**src/rtl/adc_ctl_pkg.sv**
```systemverilog
package adc_ctl_pkg;
    typedef enum logic [2:0] {
        ST_OFF,
        ST_WAKE,
        ST_ACQ,
        ST_READY,
        ST_CONV,
        ST_SHIFT
    } ctl_state_t;
endpackage

```
**src/rtl/adc_sync.sv**
```systemverilog
module adc_sync #(
    parameter int   STAGES  = 2,
    parameter logic RST_VAL = 1'b0
) (
    input  logic clk,
    input  logic rst_n,
    input  logic d_in,
    output logic q_out
);
    logic [STAGES-1:0] pipe;

    always_ff @(posedge clk or negedge rst_n) begin
        if (!rst_n) pipe <= {STAGES{RST_VAL}};
        else        pipe <= {pipe[STAGES-2:0], d_in};
    end

    assign q_out = pipe[STAGES-1];
endmodule

```
**src/rtl/adc_sar_core.sv**
```systemverilog
module adc_sar_core #(
    parameter int DATA_W      = 12,
    parameter int STEP_CYCLES = 4
) (
    input  logic              clk,
    input  logic              rst_n,
    input  logic              start,
    input  logic              abort,
    input  logic              cmp_in,
    output logic [DATA_W-1:0] trial,
    output logic              busy,
    output logic              done
);
    localparam int IDX_W  = (DATA_W > 1) ? $clog2(DATA_W) : 1;
    localparam int STEP_W = (STEP_CYCLES > 1) ? $clog2(STEP_CYCLES) : 1;

    logic [IDX_W-1:0]  bit_idx;
    logic [STEP_W-1:0] step;
    logic [DATA_W-1:0] cur_bit;
    logic [DATA_W-1:0] kept;
    logic              step_end;

    always_comb begin
        cur_bit  = {{(DATA_W-1){1'b0}}, 1'b1} << bit_idx;
        kept     = cmp_in ? trial : (trial & ~cur_bit);
        step_end = (step == STEP_W'(STEP_CYCLES - 1));
    end

    always_ff @(posedge clk or negedge rst_n) begin
        if (!rst_n) begin
            trial   <= '0;
            busy    <= 1'b0;
            done    <= 1'b0;
            bit_idx <= '0;
            step    <= '0;
        end else begin
            done <= 1'b0;
            if (abort) begin
                busy  <= 1'b0;
                trial <= '0;
            end else if (start) begin
                busy    <= 1'b1;
                trial   <= {1'b1, {(DATA_W-1){1'b0}}};
                bit_idx <= IDX_W'(DATA_W - 1);
                step    <= '0;
            end else if (busy) begin
                if (step_end) begin
                    step <= '0;
                    if (bit_idx == '0) begin
                        trial <= kept;
                        busy  <= 1'b0;
                        done  <= 1'b1;
                    end else begin
                        trial   <= kept | (cur_bit >> 1);
                        bit_idx <= bit_idx - 1'b1;
                    end
                end else begin
                    step <= step + 1'b1;
                end
            end
        end
    end

    // bits below the one under test are still clear while converting
    a_r6_lower_bits_clear: assert property (@(posedge clk) disable iff (!rst_n)
        busy |-> ((trial & (cur_bit - 1'b1)) == '0));

    // completion only follows a running conversion
    a_r6_done_after_busy: assert property (@(posedge clk) disable iff (!rst_n)
        done |-> $past(busy));
endmodule

```
**src/rtl/adc_out_shifter.sv**
```systemverilog
module adc_out_shifter #(
    parameter int DATA_W = 12
) (
    input  logic              clk,
    input  logic              rst_n,
    input  logic              clear,
    input  logic              load,
    input  logic              shift,
    input  logic [DATA_W-1:0] data,
    output logic              sdo
);
    logic [DATA_W-1:0] sh;

    always_ff @(posedge clk or negedge rst_n) begin
        if (!rst_n) begin
            sh  <= '0;
            sdo <= 1'b0;
        end else if (clear) begin
            sh  <= '0;
            sdo <= 1'b0;
        end else if (load) begin
            sh  <= data;
            sdo <= 1'b1;
        end else if (shift) begin
            sdo <= sh[DATA_W-1];
            sh  <= {sh[DATA_W-2:0], 1'b0};
        end
    end
endmodule

```
**src/rtl/adc_serial_ctl.sv**
```systemverilog
module adc_serial_ctl
    import adc_ctl_pkg::*;
#(
    parameter int DATA_W      = 12,
    parameter int STEP_CYCLES = 4,
    parameter int ACQ_CYCLES  = 188,
    parameter int WAKE_CYCLES = 500,
    parameter int SYNC_STAGES = 2
) (
    input  logic              clk,
    input  logic              rst_n,
    input  logic              cs_n,
    input  logic              sclk,
    input  logic              shdn_n,
    input  logic              cmp_in,
    output logic              sdo,
    output logic              sdo_oe,
    output logic              hold,
    output logic [DATA_W-1:0] dac_code
);
    localparam int CNT_MAX = (WAKE_CYCLES > ACQ_CYCLES) ? WAKE_CYCLES : ACQ_CYCLES;
    localparam int CNT_W   = $clog2(CNT_MAX + 1);

    logic cs_s, sclk_s, shdn_s;
    logic cs_d, sclk_d;
    logic cs_fall, cs_rise, sclk_fall;
    logic sar_busy, sar_done, sar_start, sar_abort;
    logic sh_load, sh_shift;
    logic cnt_done;
    logic [CNT_W-1:0] cnt;
    ctl_state_t state, nxt;

    adc_sync #(.STAGES(SYNC_STAGES), .RST_VAL(1'b1)) u_sync_cs (
        .clk(clk), .rst_n(rst_n), .d_in(cs_n), .q_out(cs_s));
    adc_sync #(.STAGES(SYNC_STAGES), .RST_VAL(1'b0)) u_sync_sclk (
        .clk(clk), .rst_n(rst_n), .d_in(sclk), .q_out(sclk_s));
    adc_sync #(.STAGES(SYNC_STAGES), .RST_VAL(1'b1)) u_sync_shdn (
        .clk(clk), .rst_n(rst_n), .d_in(shdn_n), .q_out(shdn_s));

    always_ff @(posedge clk or negedge rst_n) begin
        if (!rst_n) begin
            cs_d   <= 1'b1;
            sclk_d <= 1'b0;
        end else begin
            cs_d   <= cs_s;
            sclk_d <= sclk_s;
        end
    end

    assign cs_fall   = cs_d & ~cs_s;
    assign cs_rise   = ~cs_d & cs_s;
    assign sclk_fall = sclk_d & ~sclk_s;

    always_comb begin
        cnt_done = 1'b0;
        if (state == ST_WAKE) cnt_done = (cnt == CNT_W'(WAKE_CYCLES - 1));
        if (state == ST_ACQ)  cnt_done = (cnt == CNT_W'(ACQ_CYCLES - 1));
    end

    always_comb begin
        nxt = state;
        unique case (state)
            ST_OFF:   if (shdn_s)   nxt = ST_WAKE;
            ST_WAKE:  if (cnt_done) nxt = ST_READY;
            ST_ACQ:   if (cnt_done) nxt = ST_READY;
            ST_READY: if (cs_fall)  nxt = ST_CONV;
            ST_CONV: begin
                if (cs_rise)       nxt = ST_ACQ;
                else if (sar_done) nxt = ST_SHIFT;
            end
            ST_SHIFT: if (cs_rise)  nxt = ST_READY;
            default:                nxt = ST_OFF;
        endcase
        if (!shdn_s) nxt = ST_OFF;
    end

    // state register and interval counter
    always_ff @(posedge clk or negedge rst_n) begin
        if (!rst_n) begin
            state <= ST_WAKE;
            cnt   <= '0;
        end else begin
            state <= nxt;
            if (nxt != state) cnt <= '0;
            else if (state == ST_WAKE || state == ST_ACQ) cnt <= cnt + 1'b1;
        end
    end

    // outputs decoded from state
    always_comb begin
        hold      = (state == ST_CONV);
        sdo_oe    = (state == ST_CONV) || (state == ST_SHIFT);
        sar_start = (state != ST_CONV) && (nxt == ST_CONV);
        sar_abort = (state == ST_CONV) && (nxt != ST_CONV) && (nxt != ST_SHIFT);
        sh_load   = (state == ST_CONV) && (nxt == ST_SHIFT);
        sh_shift  = (state == ST_SHIFT) && sclk_fall;
    end

    adc_sar_core #(.DATA_W(DATA_W), .STEP_CYCLES(STEP_CYCLES)) u_sar (
        .clk(clk), .rst_n(rst_n), .start(sar_start), .abort(sar_abort),
        .cmp_in(cmp_in), .trial(dac_code), .busy(sar_busy), .done(sar_done));

    adc_out_shifter #(.DATA_W(DATA_W)) u_shift (
        .clk(clk), .rst_n(rst_n), .clear(sar_start), .load(sh_load),
        .shift(sh_shift), .data(dac_code), .sdo(sdo));

    // select seen high for two samples means the line is released
    a_r2_hiz_when_deselected: assert property (@(posedge clk) disable iff (!rst_n)
        (cs_s && cs_d) |-> !sdo_oe);

    // the first cycle of ST_SHIFT shows the end-of-conversion 1
    a_r3_eoc_bit_high: assert property (@(posedge clk) disable iff (!rst_n)
        (state == ST_SHIFT && $past(state) == ST_CONV) |-> sdo);

    // no serial clock fall, no change on the data line
    a_r4_sdo_only_on_fall: assert property (@(posedge clk) disable iff (!rst_n)
        (state == ST_SHIFT && $past(state) == ST_SHIFT && !$past(sclk_fall)) |-> $stable(sdo));

    // holding continues only while select stayed low
    a_r7_hold_needs_select: assert property (@(posedge clk) disable iff (!rst_n)
        (hold && $past(hold)) |-> !$past(cs_s));

    // shutdown silences the outputs on the next cycle
    a_r8_shutdown_quiet: assert property (@(posedge clk) disable iff (!rst_n)
        !shdn_s |=> (!sdo_oe && !hold));

    // the converter is only busy while in ST_CONV
    a_r9_busy_in_conv: assert property (@(posedge clk) disable iff (!rst_n)
        sar_busy |-> (state == ST_CONV));
endmodule

```
**config.mk**
```make
export PLATFORM = sky130hd
export DESIGN_NAME = adc_serial_ctl
export DESIGN_NICKNAME = d
export VERILOG_FILES = /design/src/rtl/adc_ctl_pkg.sv /design/src/rtl/adc_sync.sv /design/src/rtl/adc_sar_core.sv /design/src/rtl/adc_out_shifter.sv /design/src/rtl/adc_serial_ctl.sv
export SDC_FILE = /design/constraint.sdc
export NUM_CORES = 1
export LEC_CHECK = 0
export CAP_MARGIN = 5
export CORE_UTILIZATION = 62
export CTS_CLUSTER_DIAMETER = 40
export CTS_CLUSTER_SIZE = 8
export DETAILED_ROUTE_END_ITERATION = 10
export GPL_ROUTABILITY_DRIVEN = 0
export PLACE_DENSITY = 0.85
export SLEW_MARGIN = 0
export SYNTH_ARGS = -nofsm -noshare
export SYNTH_HDL_FRONTEND = slang
export SYNTH_SLANG_ARGS = --single-unit
```
**constraint.sdc**
```tcl
create_clock -name clk -period 2.8 [get_ports clk]
set_input_delay 0.42 -clock clk [delete_from_list [all_inputs] [get_ports clk]]
set_output_delay 0.42 -clock clk [all_outputs]
set_load 0.05 [all_outputs]
```
# Word-level counts from Yosys, hierarchy flattened
# Index checks and enable logic that the tools add are counted.
# W data, S select, Z words.
# word_totals
reg_bits	53
input_bits	6
out_inout_bits	15
wordCells	102
# classes
add_sub_neg	3
eq_ne	15
shifts	1
n_mux	40
bitwise_logic	10
reduce_logical	19
# ops
op	n
$mux W12	9
$mux W3	6
$mux W9	2
$mux W4	4
$mux W1	15
$pmux W3 S5	1
$and A12 B12 Y12	1
$eq A3 B3 Y1 const B	4
$not A12 Y12	1
$or A12 B11 Y12	1
$shl A1 B4 Y12 const A	1
$add A9 B1 Y9 const B	1
$eq A9 B8 Y1 const B	1
$eq A9 B9 Y1 const B	1
$ne A3 B3 Y1 const B	3
$reduce_bool A3 Y1	3
$eq A3 B2 Y1 const B	2
$mux W2	3
$reduce_bool A2 Y1	3
$logic_and A1 B1 Y1	5
$logic_not A4 Y1	1
$not A1 Y1	4
$reduce_and A2 Y1	2
$reduce_and A4 Y1	1
10 further kinds	13

# Depth between registers and ports, before layout
# Gate-level depths: netlist of run 1.
# logic_depth
depth_word	11
ltp_mapped	6
depth_no_buf	5

# Cells and area by module
# From an unflattened synthesis of run 1, not the netlist that was laid out.
# hier_totals
cells_unflattened	264
hier_area_um2	2926.6
# by_module_without_submodules
mod	n_inst	cells_per_inst	area_per_inst_um2	seq_area_each_um2
adc_sar_core	1	104	1098.6	500.5
adc_serial_ctl	1	98	979.7	352.8
adc_out_shifter	1	56	693.2	325.3
adc_sync (u_sync_cs ...)	2	2	52.6	52.6
adc_sync (u_sync_sclk)	1	2	50.0	50.0

# Worst setup path after synthesis of run 1
# Ideal clock, no wire load.
# synth_timing
path_type	register to register
from	register state[0]
to	register u_sar.trial[1]
setup_time_ns	0.122
arrival_ns	2.032
t_required_ns	2.678
path_slack_ns	0.647
path_stages_with_launch	7
n_path_buf	2
synth_period_minus_slack_ns	2.153
cell_sequence	dfstp_2 > buf_2 > nor3b_2 > o21ai_0 > nand2_1 > buf_2 > nor2_1
# synth_via
elab_cells_between_ends	28
cone_classes	eq/ne: 9; mux: 11; reduce/logical: 8
# synth_rtl
element	line	rtl
start, declared	adc_serial_ctl.sv:31	ctl_state_t state, nxt;
start signal, assigned	adc_serial_ctl.sv:83	state <= nxt;
$eq A3 B3 Y1 *	--	
net hold	adc_serial_ctl.sv:18	output logic hold,
$pmux W3 S5	adc_serial_ctl.sv:62	unique case (state)
$mux W3	adc_serial_ctl.sv:74	if (!shdn_s) nxt = ST_OFF;
$ne A3 B3 Y1	adc_serial_ctl.sv:94	sar_abort = (state == ST_CONV) && (nxt != ST_CONV) && (nxt != ST_SHIFT);
$logic_and A1 B1 Y1 (2 in series)	adc_serial_ctl.sv:94	
$reduce_bool A3 Y1 (no line)	--	
$reduce_and A2 Y1 (no line)	--	
end signal, assigned	adc_sar_core.sv:43	trial <= {1'b1, {(DATA_W-1){1'b0}}};
end signal, assigned	adc_sar_core.sv:50	trial <= kept;
end signal, assigned	adc_sar_core.sv:54	trial <= kept | (cur_bit >> 1);
end, declared	adc_sar_core.sv:10	output logic [DATA_W-1:0] trial,
# The timed path passes the listed nets; every way through them passes the cells marked *.
# A chain may end at the register's enable or synchronous reset.

# Worst setup path in the final report of run 1
# layout_timing
from	register state[1]
to	output hold
# layout_via
elab_chain_cells	1
# layout_rtl
element	line	rtl
$eq A3 B3 Y1	adc_serial_ctl.sv:91	hold = (state == ST_CONV);
end, declared	adc_serial_ctl.sv:18	
# No other way between the ends.

==> metrics, run 1 <==
reg-to-reg endpoint=cnt[6]$_DFFE_PN0P_; P_leak=1.30 nW; sequential share of the synthesized area=49.7%; most frequent cells in the layout=dfrtp_1 (47), nand2_1 (27), mux2i_1 (23); worst path cell trace=nor3b_2, clkdlybuf4s50_1; first-pass GRT wire length=9470 um; DR vias/cell=6.30; Buf+Inv Stages, Crit Path=1; Initial DRT Pass Iterations=4; Die H=67.8 um; setup violators final=0; post-synthesis simple-gate area fraction=20.2%; Final Cycle Share=88.2%; fraction of registers with async set/reset=100%; synth unique cells=42; Mean Syn Cell Area=10.1 um2; slowest CP cell=clkdlybuf4s50_1; status=finished, final reports clean; normalized max-slew margin=49.5%; Compound-Gate Fraction of Synth Area=11.8%; Inst Count DP=329; Cells after Synth=265; Synth Warn #=0; Std-Cell Rows=23; Min-Delay Path Class=input pin to asynchronous set/reset pin; Stages on worst setup path=2; WL/cell=16.9 um; slew of the pin with the lowest slew margin=0.755 ns; Post-synth EDFFs=0; Worst setup endpoint=hold; Post-synth top flop=dfrtp_1; commonest non-fill, non-tap cell in the layout=dfrtp_1; cts bufs inserted=5; Post-Synth XOR/XNOR Area=2.94%; Remaining Overflow, GRT=0; setup TNS after final layout=0 ns; Clock Latency Late Sink=0.30 ns; Longest Clk Path Bufs=2; multiplexer share of the synthesized area=8.57%; worst reg-to-reg path cell count=4; Startpoint Class=flop; initial core utilization=65.7%; ant diodes=0; Max Slew Vio Count=0; minimum clock period=2.47 ns; Die Span X=67.8 um; crit end category=output port; RSZ-0062 raised after global routing=false; core area=4090 um2; worst r2r src=state[0]$_DFF_PN1_; drt drc=0; boundary pin count=21; f_max=405 MHz; max cap viols=0; pin count of the biggest net entering global routing=32; I/O Buffers=20; Routed WL=5710 um; mapped cell area=2690 um2; crit-path max FO=15; antenna-violating nets left=0; die area=4600 um2; Worst IR Drop VDD=281 uV; R2R setup slack=0.73 ns; post-synth net total=278; type of the worst setup path=flop to output port; CTS root buffer=clkbuf_8; clock skew=0.0105 ns; CTS H-tree lvls=2; kind of cell adding the most delay to the critical path=buffers and inverters; # fillers=296; vias in the first global route=1982; Clk pin slew, worst setup/hold paths=0.09 ns; clock tree sinks=53; CTS Hold Bufs=0; Critical Path RT=2.38 ns; total power divided by cell area=455 nW/um2; postcts setup bufs=0; layout cells sized above 1=7.32%; area grow syn2layout=13.6%; Post-Layout Cell Count=337; number of synthesized register bits=53; largest family of logic cells by synthesized area=simple AND/OR/NAND/NOR gates; Worst path max stage delay=0.86 ns; Layout Nets=299; initial DRC count=167; post-CTS resize count=0; HPWL reported at the end of detailed placement=4060 um; critical path arrival=2.05 ns; Final Hold Fails=0; TritonCTS clock tree=yes; initial antenna violation count=0; Total Routing Usage GR=28.1%; Vias=2123; Adder-Cell Fraction of Synth Area=3.26%; Crit. Startpoint=state[1]$_DFF_PN0_
==> worst reg2reg max path, delay by kind of cell (launching register included) <==
kind	cells	cell delay [ns]
simple gates	3	0.65
flops	1	0.64
compound gates	1	0.62
==> logic make-up after synthesis <==
logic type / count (synthesis)
adder cells (fa/ha/maj): 7
XOR/XNOR: 9
buffers and inverters: 23
AO/OA/AOI/OAI: 54
multiplexers: 23
flip-flops: 53
AND/OR/NAND/NOR: 96
==> flip-flops by register name, summed over array words and instances, names as in the netlist, 2 cells and up <==
signal            cells
state                 3
u_sar.step            2
u_shift.sh           12
u_sync_cs.pipe        2
u_sar.trial          12
u_sync_shdn.pipe      2
u_sar.bit_idx         4
cnt                   9
u_sync_sclk.pipe      2
==> cell usage after synthesis (4+ instances only) <==
library cell / count / area, um2
dfrtp_1: 47 / 1180
nand2_1: 27 / 101
mux2i_1: 23 / 230
a21oi_1: 19 / 95.1
o21ai_0: 18 / 90.1
nor4_1: 14 / 87.6
inv_1: 11 / 41.3
nand3_1: 9 / 45.0
xnor2_1: 9 / 78.8
ha_1: 7 / 87.6
nand4_1: 7 / 43.8
clkbuf_1: 6 / 22.5
dfstp_2: 6 / 158
nor2_1: 6 / 22.5
buf_2: 5 / 25.0
nor2b_1: 5 / 31.3
nor3_1: 4 / 20.0
nor3b_1: 4 / 30.0
==> layer usage <==
metal,GRT usage [%],wire length (um)
met5,0,0
met4,12.8,112
met3,4.83,295
met2,44.3,2770
met1,38.2,2530
==> stage by stage <==
step | hold WS, ns | util, % | setup slack, ns | instance area, um2 | power (mW)
final | 0.0705 | 74.6 | 0.331 | 3050 | 1.39
after global routing | 0.115 | 74.6 | 0.270 | 3050 | 1.44
after CTS | 0.0876 | 74.6 | 0.331 | 3050 | 1.40
after detailed placement | 0.342 | 71.8 | 0.675 | 2930 | 0.874
after global placement | 0.332 | 71.8 | 0.703 | 2930 | 0.872
after floorplan | 0.124 | - | 0.647 | 2690 | 0.843
==> worst min path at each step <==
stage / startpoint / endpoint / slack [ns] / cells after the start
floorplan: rst_n / cnt[0]$_DFFE_PN0P_ / 0.12 / 0
global placement: u_sync_sclk.pipe[0]$_DFF_PN0_ / u_sync_sclk.pipe[1]$_DFF_PN0_ / 0.33 / 0
detailed placement: u_sync_sclk.pipe[0]$_DFF_PN0_ / u_sync_sclk.pipe[1]$_DFF_PN0_ / 0.34 / 0
CTS: rst_n / cnt[1]$_DFFE_PN0P_ / 0.09 / 1
global route: rst_n / state[2]$_DFF_PN0_ / 0.11 / 1
finish: rst_n / cnt[1]$_DFFE_PN0P_ / 0.07 / 1
==> layout make-up <==
| cell class | instances | area, um2 | area share, % |
|---|---|---|---|
| clock buffers | 7 | 86.3 | 2.83 |
| clock inverters | 1 | 30.0 | 0.985 |
| inverters | 11 | 41.3 | 1.35 |
| multi-input cells | 189 | 1250 | 41.2 |
| flip-flops and latches | 53 | 1330 | 43.7 |
| well taps | 50 | 62.6 | 2.05 |
| repair buffers | 26 | 240 | 7.88 |
==> power breakdown <==
group / internal, mW / switching (mW)
clock: 0.292 / 0.237
combinational: 0.0239 / 0.0357
sequential: 0.783 / 0.0155
No activity file was read; power rests on OpenSTA's default activity.
==> inputs of run 2 (changes only) <==
--- a/config.mk
+++ b/config.mk
@@ -5,13 +5,14 @@
 export SDC_FILE = /design/constraint.sdc
 export NUM_CORES = 1
 export LEC_CHECK = 0
+export ABC_AREA = 1
 export CAP_MARGIN = 5
-export CORE_UTILIZATION = 62
+export CORE_UTILIZATION = 63
 export CTS_CLUSTER_DIAMETER = 40
 export CTS_CLUSTER_SIZE = 8
 export DETAILED_ROUTE_END_ITERATION = 10
 export GPL_ROUTABILITY_DRIVEN = 0
-export PLACE_DENSITY = 0.85
+export PLACE_DENSITY = 0.86
 export SLEW_MARGIN = 0
 export SYNTH_ARGS = -nofsm -noshare
 export SYNTH_HDL_FRONTEND = slang
==> metrics, run 2 <==
area grow syn2layout=10.8% (was 13.6%); HPWL reported at the end of detailed placement=3950 um (was 4060 um); area fraction of the dominant cell type after synthesis=41.1% (was 43.8%); boundary pin count=21 (unchanged); max cap viols=0 (unchanged); crit-path max FO=8 (was 15); core area=4350 um2 (was 4090 um2); Total Routing Usage GR=26.2% (was 28.1%); Clock Latency Late Sink=0.31 ns (was 0.30 ns); Longest Clk Path Bufs=2 (unchanged); Worst path max stage delay=0.70 ns (was 0.86 ns); setup violators final=0 (unchanged); Internal=1.02 mW (was 1.10 mW); Max Slew Vio Count=0 (unchanged); layout cells sized above 1=14.1% (was 7.32%); switching share of total power=24.1% (was 20.8%); minimum clock period=2.40 ns (was 2.47 ns); mapped cell area=2860 um2 (was 2690 um2); cts bufs inserted=5 (unchanged); setup TNS after final layout=0 ns (unchanged); status=finished, final reports clean (unchanged); Psw=0.323 mW (was 0.289 mW); Stages on worst setup path=4 (was 2); post-synth net total=357 (was 278); Worst IR Drop VDD=294 uV (was 281 uV); initial DRC count=194 (was 167); vias in the first global route=2182 (was 1982); I/O Buffers=20 (unchanged); normalized max-slew margin=53.7% (was 49.5%); synth unique cells=33 (was 42); worst hold margin=0.0891 ns (was 0.0705 ns); Std-Cell Rows=24 (was 23); most common cell in the netlist=nand2_1 (was dfrtp_1); CTS Hold Bufs=0 (unchanged); Final Cycle Share=85.8% (was 88.2%); Die Span X=69.4 um (was 67.8 um); RSZ-0062 raised after global routing=false (unchanged); clock skew=0.00948 ns (was 0.0105 ns); most frequent cells in the layout=nand2_1 (113), dfrtp_1 (47), nor2_1 (35) (was dfrtp_1 (47), nand2_1 (27), mux2i_1 (23)); worst reg-to-reg path cell count=10 (was 4); Final Hold Fails=0 (unchanged); Layout Nets=374 (was 299); DR vias/cell=5.51 (was 6.30); combinational power share=6.0% (was 4.3%); Post-synth top flop=dfrtp_1 (unchanged); pin count of the biggest net entering global routing=54 (was 32); Remaining Overflow, GRT=0 (unchanged); Min-Delay Path Class=input pin to asynchronous set/reset pin (unchanged); total power divided by cell area=423 nW/um2 (was 455 nW/um2); clock power share=34.4% (was 38.1%); Critical Path RT=2.38 ns (about the same); Startpoint Class=flop (unchanged); first-pass GRT wire length=10100 um (was 9470 um); slew of the pin with the lowest slew margin=0.692 ns (was 0.755 ns); CTS root buffer=clkbuf_8 (unchanged); initial antenna violation count=0 (unchanged); Vias=2282 (was 2123); die area=4820 um2 (was 4600 um2); Cells after Synth=344 (was 265); ant diodes=0 (unchanged); initial core utilization=65.8% (was 65.7%); number of synthesized register bits=53 (unchanged); worst r2r src=state[0]$_DFF_PN1_ (unchanged); reg-to-reg endpoint=u_shift.sh[2]$_DFFE_PN0P_ (was cnt[6]$_DFFE_PN0P_); f_max=416 MHz (was 405 MHz); Synth top cells by count=nand2_1 (113), dfrtp_1 (47), nor2_1 (35), inv_1 (22) (was dfrtp_1 (47), nand2_1 (27), mux2i_1 (23), a21oi_1 (19), o21ai_0 (18)); CTS H-tree lvls=2 (unchanged); critical path arrival=1.98 ns (was 2.05 ns); Top Registers=u_sar.trial x12, u_shift.sh x12, cnt x9 (unchanged); Crit. Startpoint=state[0]$_DFF_PN1_ (was state[1]$_DFF_PN0_); post-synth top area cell=dfrtp_1 (unchanged); post-CTS resize count=0 (unchanged); clock tree sinks=53 (unchanged); Synth Warn #=0 (unchanged); Die H=69.4 um (was 67.8 um); Clk pin slew, worst setup/hold paths=0.10 ns (was 0.09 ns); Post-Layout Cell Count=414 (was 337); Mean Syn Cell Area=8.33 um2 (was 10.1 um2); kind of cell adding the most delay to the critical path=buffers and inverters (unchanged); Worst setup endpoint=hold (unchanged); Post-synth EDFFs=0 (unchanged); P_leak=1.56 nW (was 1.30 nW); type of the worst setup path=flop to output port (unchanged); slowest CP cell=clkdlybuf4s50_1 (unchanged); WL/cell=13.5 um (was 16.9 um); postcts setup bufs=0 (unchanged); Initial DRT Pass Iterations=4 (unchanged); worst path cell trace=clkinv_2, nand3_2, inv_1, clkdlybuf4s50_1 (was nor3b_2, clkdlybuf4s50_1); sequential share of the synthesized area=46.6% (was 49.7%); Seq pwr share=59.6% (was 57.6%); crit end category=output port (unchanged); Inst Count DP=406 (was 329); R2R setup slack=0.69 ns (was 0.73 ns); TritonCTS clock tree=yes (unchanged); Routed WL=5590 um (was 5710 um); antenna-violating nets left=0 (unchanged); commonest non-fill, non-tap cell in the layout=nand2_1 (was dfrtp_1); fraction of registers with async set/reset=100% (unchanged); Buf+Inv Stages, Crit Path=3 (was 1); drt drc=0 (unchanged); Area contributors post-synth=dfrtp_1 (41%), nand2_1 (15%), dfstp_2 (5.5%) (was dfrtp_1 (44%), mux2i_1 (8.6%), dfstp_2 (5.9%))
[run 2: worst min path at each step]
stage	start	endpoint	slack (ns)	cells after the start
floorplan	rst_n	cnt[0]$_DFFE_PN0P_	0.12	0
finish	rst_n	cnt[1]$_DFFE_PN0P_	0.09	2
detailed placement	u_sync_sclk.pipe[0]$_DFF_PN0_	u_sync_sclk.pipe[1]$_DFF_PN0_	0.34	0
global route	rst_n	cnt[1]$_DFFE_PN0P_	0.11	2
CTS	rst_n	cnt[1]$_DFFE_PN0P_	0.09	2
global placement	u_sync_sclk.pipe[0]$_DFF_PN0_	u_sync_sclk.pipe[1]$_DFF_PN0_	0.33	0
[run 2: power groups by stage]
stage	logic [mW]	registers, mW	clock network [mW]
final	0.0811	0.800	0.462
after detailed placement	0.0824	0.815	0
after floorplan	0.0584	0.806	0
after global routing	0.0920	0.802	0.494
after global placement	0.0796	0.813	0
after CTS	0.0829	0.800	0.469
[run 2: kinds of logic (layout without fill, tap and decap cells)]
group	count (synthesis)	after routing	share of synthesized area, %
muxes	1	1	0.350
xor gates and xnor gates	8	8	2.45
DFF	53	53	46.6
adders and majority gates	7	7	3.06
and+or+nand+nor	212	212	35.7
buffers and inverters	41	59	6.60
AOI/OAI and AO/OA	22	22	5.24
[run 2: layer usage]
metal	up-vias	share of wire [%]	global-route usage, %
met3	11	3.2	4.51
met1	1081	46	36.2
li1	1143	-	-
met5	-	0	0
met4	0	1.8	9.07
met2	47	49	41.9
[run 2: worst register-to-register path, stage by stage, from the launching register on]
cell and delay, ns:
dfstp_2 0.64, nand2_1 0.08, nor2_1 0.10, nand3_1 0.11
nand3_1 0.09, nand2_1 0.06, nand2_2 0.22, nand3_4 0.23
a21oi_4 0.35, nand2_1 0.11, nand2_1 0.07
[run 2: through the flow]
stage          util, %  setup slack, ns  instance area [um2]  total power, mW
2_1_floorplan        -            0.921                 2860            0.864
3_3_place_gp      70.6            0.758                 3070            0.893
3_5_place_dp      70.6            0.708                 3070            0.897
4_1_cts           72.9            0.391                 3170             1.35
5_1_grt           72.9            0.315                 3170             1.39
6_report          72.9            0.397                 3170             1.34
[run 2: cell type report]
cell class / instances / area [um2]
sequential: 53 / 1330
clock buffer: 6 / 82.6
clock inverter: 2 / 17.5
fill: 321 / 1180
multi-input combinational: 250 / 1340
inverter: 29 / 110
tap: 52 / 65.1
timing repair buffer: 22 / 223
==> inputs of run 3 (changes only) <==
--- a/config.mk
+++ b/config.mk
@@ -13,6 +13,7 @@
 export DETAILED_ROUTE_END_ITERATION = 10
 export GPL_ROUTABILITY_DRIVEN = 0
 export PLACE_DENSITY = 0.86
+export SETUP_SLACK_MARGIN = 0.5
 export SLEW_MARGIN = 0
 export SYNTH_ARGS = -nofsm -noshare
 export SYNTH_HDL_FRONTEND = slang
==> metrics, run 3 (synthesized netlist as in run 2, its figures left out) <==
status=finished, final reports clean (unchanged); CTS Hold Bufs=0 (unchanged); core area=4350 um2 (unchanged); total power divided by cell area=418 nW/um2 (was 423 nW/um2); Multi-input gate area=1370 um2 (was 1340 um2); slew of the pin with the lowest slew margin=0.670 ns (was 0.692 ns); clock power share=34.3% (was 34.4%); Startpoint Class=flop (unchanged); critical path arrival=1.71 ns (was 1.98 ns); Critical Path RT=2.38 ns (about the same); area grow syn2layout=12.1% (was 10.8%); minimum clock period=2.13 ns (was 2.40 ns); Die Span X=69.4 um (unchanged); Top Registers=u_sar.trial x12, u_shift.sh x12, cnt x9 (unchanged); Placed Area=3070 um2 (unchanged); drt drc=0 (unchanged); Die H=69.4 um (unchanged); # fillers=311 (was 321); Layout Nets=378 (was 374); Longest Clk Path Bufs=2 (unchanged); Clk pin slew, worst setup/hold paths=0.10 ns (about the same); initial antenna violation count=0 (unchanged); Internal=1.02 mW (about the same); vias in the first global route=2182 (unchanged); switching share of total power=24.1% (about the same); CTS root buffer=clkbuf_8 (unchanged); worst path cell trace=nand3_2, nand2_2, dlygate4sd2_1 (was clkinv_2, nand3_2, inv_1, clkdlybuf4s50_1); P_leak=1.58 nW (was 1.56 nW); worst hold margin=0.0893 ns (was 0.0891 ns); Std-Cell Rows=24 (unchanged); Worst path max stage delay=0.64 ns (was 0.70 ns); Finished Cell Area=3210 um2 (was 3170 um2); most frequent cells in the layout=nand2_1 (113), dfrtp_1 (47), nor2_1 (35) (unchanged); combinational power share=6.1% (was 6.0%); DR vias/cell=5.57 (was 5.51); antenna-violating nets left=0 (unchanged); Routed WL=5800 um (was 5590 um); die area=4820 um2 (unchanged); Worst IR Drop VDD=296 uV (was 294 uV); clock skew=0.00991 ns (was 0.00948 ns); kind of cell adding the most delay to the critical path=flip-flops (was buffers and inverters); layout cells sized above 1=15.0% (was 14.1%); clock tree sinks=53 (unchanged); Buf+Inv Stages, Crit Path=1 (was 3); Min-Delay Path Class=input pin to asynchronous set/reset pin (unchanged); RSZ-0062 raised after global routing=false (unchanged); f_max=470 MHz (was 416 MHz); Final Cycle Share=76.0% (was 85.8%); Vias=2330 (was 2282); overall power=1.34 mW (about the same); first-pass GRT wire length=10100 um (about the same); initial DRC count=237 (was 194); max cap viols=0 (unchanged); Final Hold Fails=0 (unchanged); pin count of the biggest net entering global routing=54 (unchanged); cts bufs inserted=5 (unchanged); setup TNS after final layout=0 ns (unchanged); slowest CP cell=dfstp_2 (was clkdlybuf4s50_1); type of the worst setup path=flop to output port (unchanged); setup violators final=0 (unchanged); normalized max-slew margin=55.1% (was 53.7%); ant diodes=0 (unchanged); crit-path max FO=8 (unchanged); Total Routing Usage GR=26.2% (about the same); TritonCTS clock tree=yes (unchanged); CTS H-tree lvls=2 (unchanged); initial core utilization=65.8% (unchanged); HPWL reported at the end of detailed placement=3950 um (unchanged); Max Slew Vio Count=0 (unchanged); Inst Count DP=406 (unchanged); register area=1330 um2 (unchanged); Remaining Overflow, GRT=0 (unchanged); Seq pwr share=59.6% (about the same); Psw=0.323 mW (about the same); crit end category=output port (unchanged); commonest non-fill, non-tap cell in the layout=nand2_1 (unchanged); boundary pin count=21 (unchanged); I/O Buffers=20 (unchanged); WL/cell=13.9 um (was 13.5 um); Initial DRT Pass Iterations=4 (unchanged); Post-Layout Cell Count=418 (was 414); Clock Latency Late Sink=0.31 ns (about the same)
[run 3: worst paths after layout]
path,startpoint,to,slack (ns),cells after the start
worst min register to register,u_sync_shdn.pipe[0]$_DFF_PN1_,u_sync_shdn.pipe[1]$_DFF_PN1_,0.36,0
worst max-delay path,state[0]$_DFF_PN1_,sdo_oe,0.67,3
max in group asynchronous,rst_n,u_sync_shdn.pipe[1]$_DFF_PN1_,2.43,2
worst min-delay path,rst_n,cnt[3]$_DFFE_PN0P_,0.09,2
worst max register to register,state[0]$_DFF_PN1_,cnt[2]$_DFFE_PN0P_,0.69,12
min in group clk,u_sync_shdn.pipe[0]$_DFF_PN1_,u_sync_shdn.pipe[1]$_DFF_PN1_,0.36,0
[run 3: metal layers]
layer / up-vias / global-route usage (%) / share of wire [%]
met5: - / 0 / 0
met4: 0 / 9.07 / 1.9
met3: 13 / 4.51 / 3.3
met2: 47 / 42.0 / 50
met1: 1113 / 36.2 / 45
li1: 1157 / - / -
[run 3: per-stage QoR]
step           setup slack [ns]  utilization, %
6_report                  0.672            73.8
5_1_grt                   0.513            73.8
4_1_cts                   0.666            72.8
3_5_place_dp              0.708            70.6
3_3_place_gp              0.758            70.6
2_1_floorplan             0.921               -
[run 3: area by class of cell]
class / count / area share [%]
flip-flops and latches: 53 / 41.5
clock inverters: 2 / 0.545
clock buffers: 6 / 2.57
inverters: 29 / 3.43
multi-input cells: 252 / 42.6
repair buffers: 24 / 7.32
well taps: 52 / 2.03
[run 3: power groups by stage]
stage	logic, mW	clock network, mW	registers, mW
floorplan	0.0584	0	0.806
global placement	0.0796	0	0.813
detailed placement	0.0824	0	0.815
CTS	0.0829	0.469	0.800
global route	0.0926	0.494	0.803
finish	0.0820	0.460	0.800
[run 3: timing repair]
item,CTS,global route
endpoints found under the hold margin,0,0
resized for setup,2,1
gates cloned,0,2
pin swaps,0,2
buffers inserted,0,2
endpoints found under the setup margin,2,12
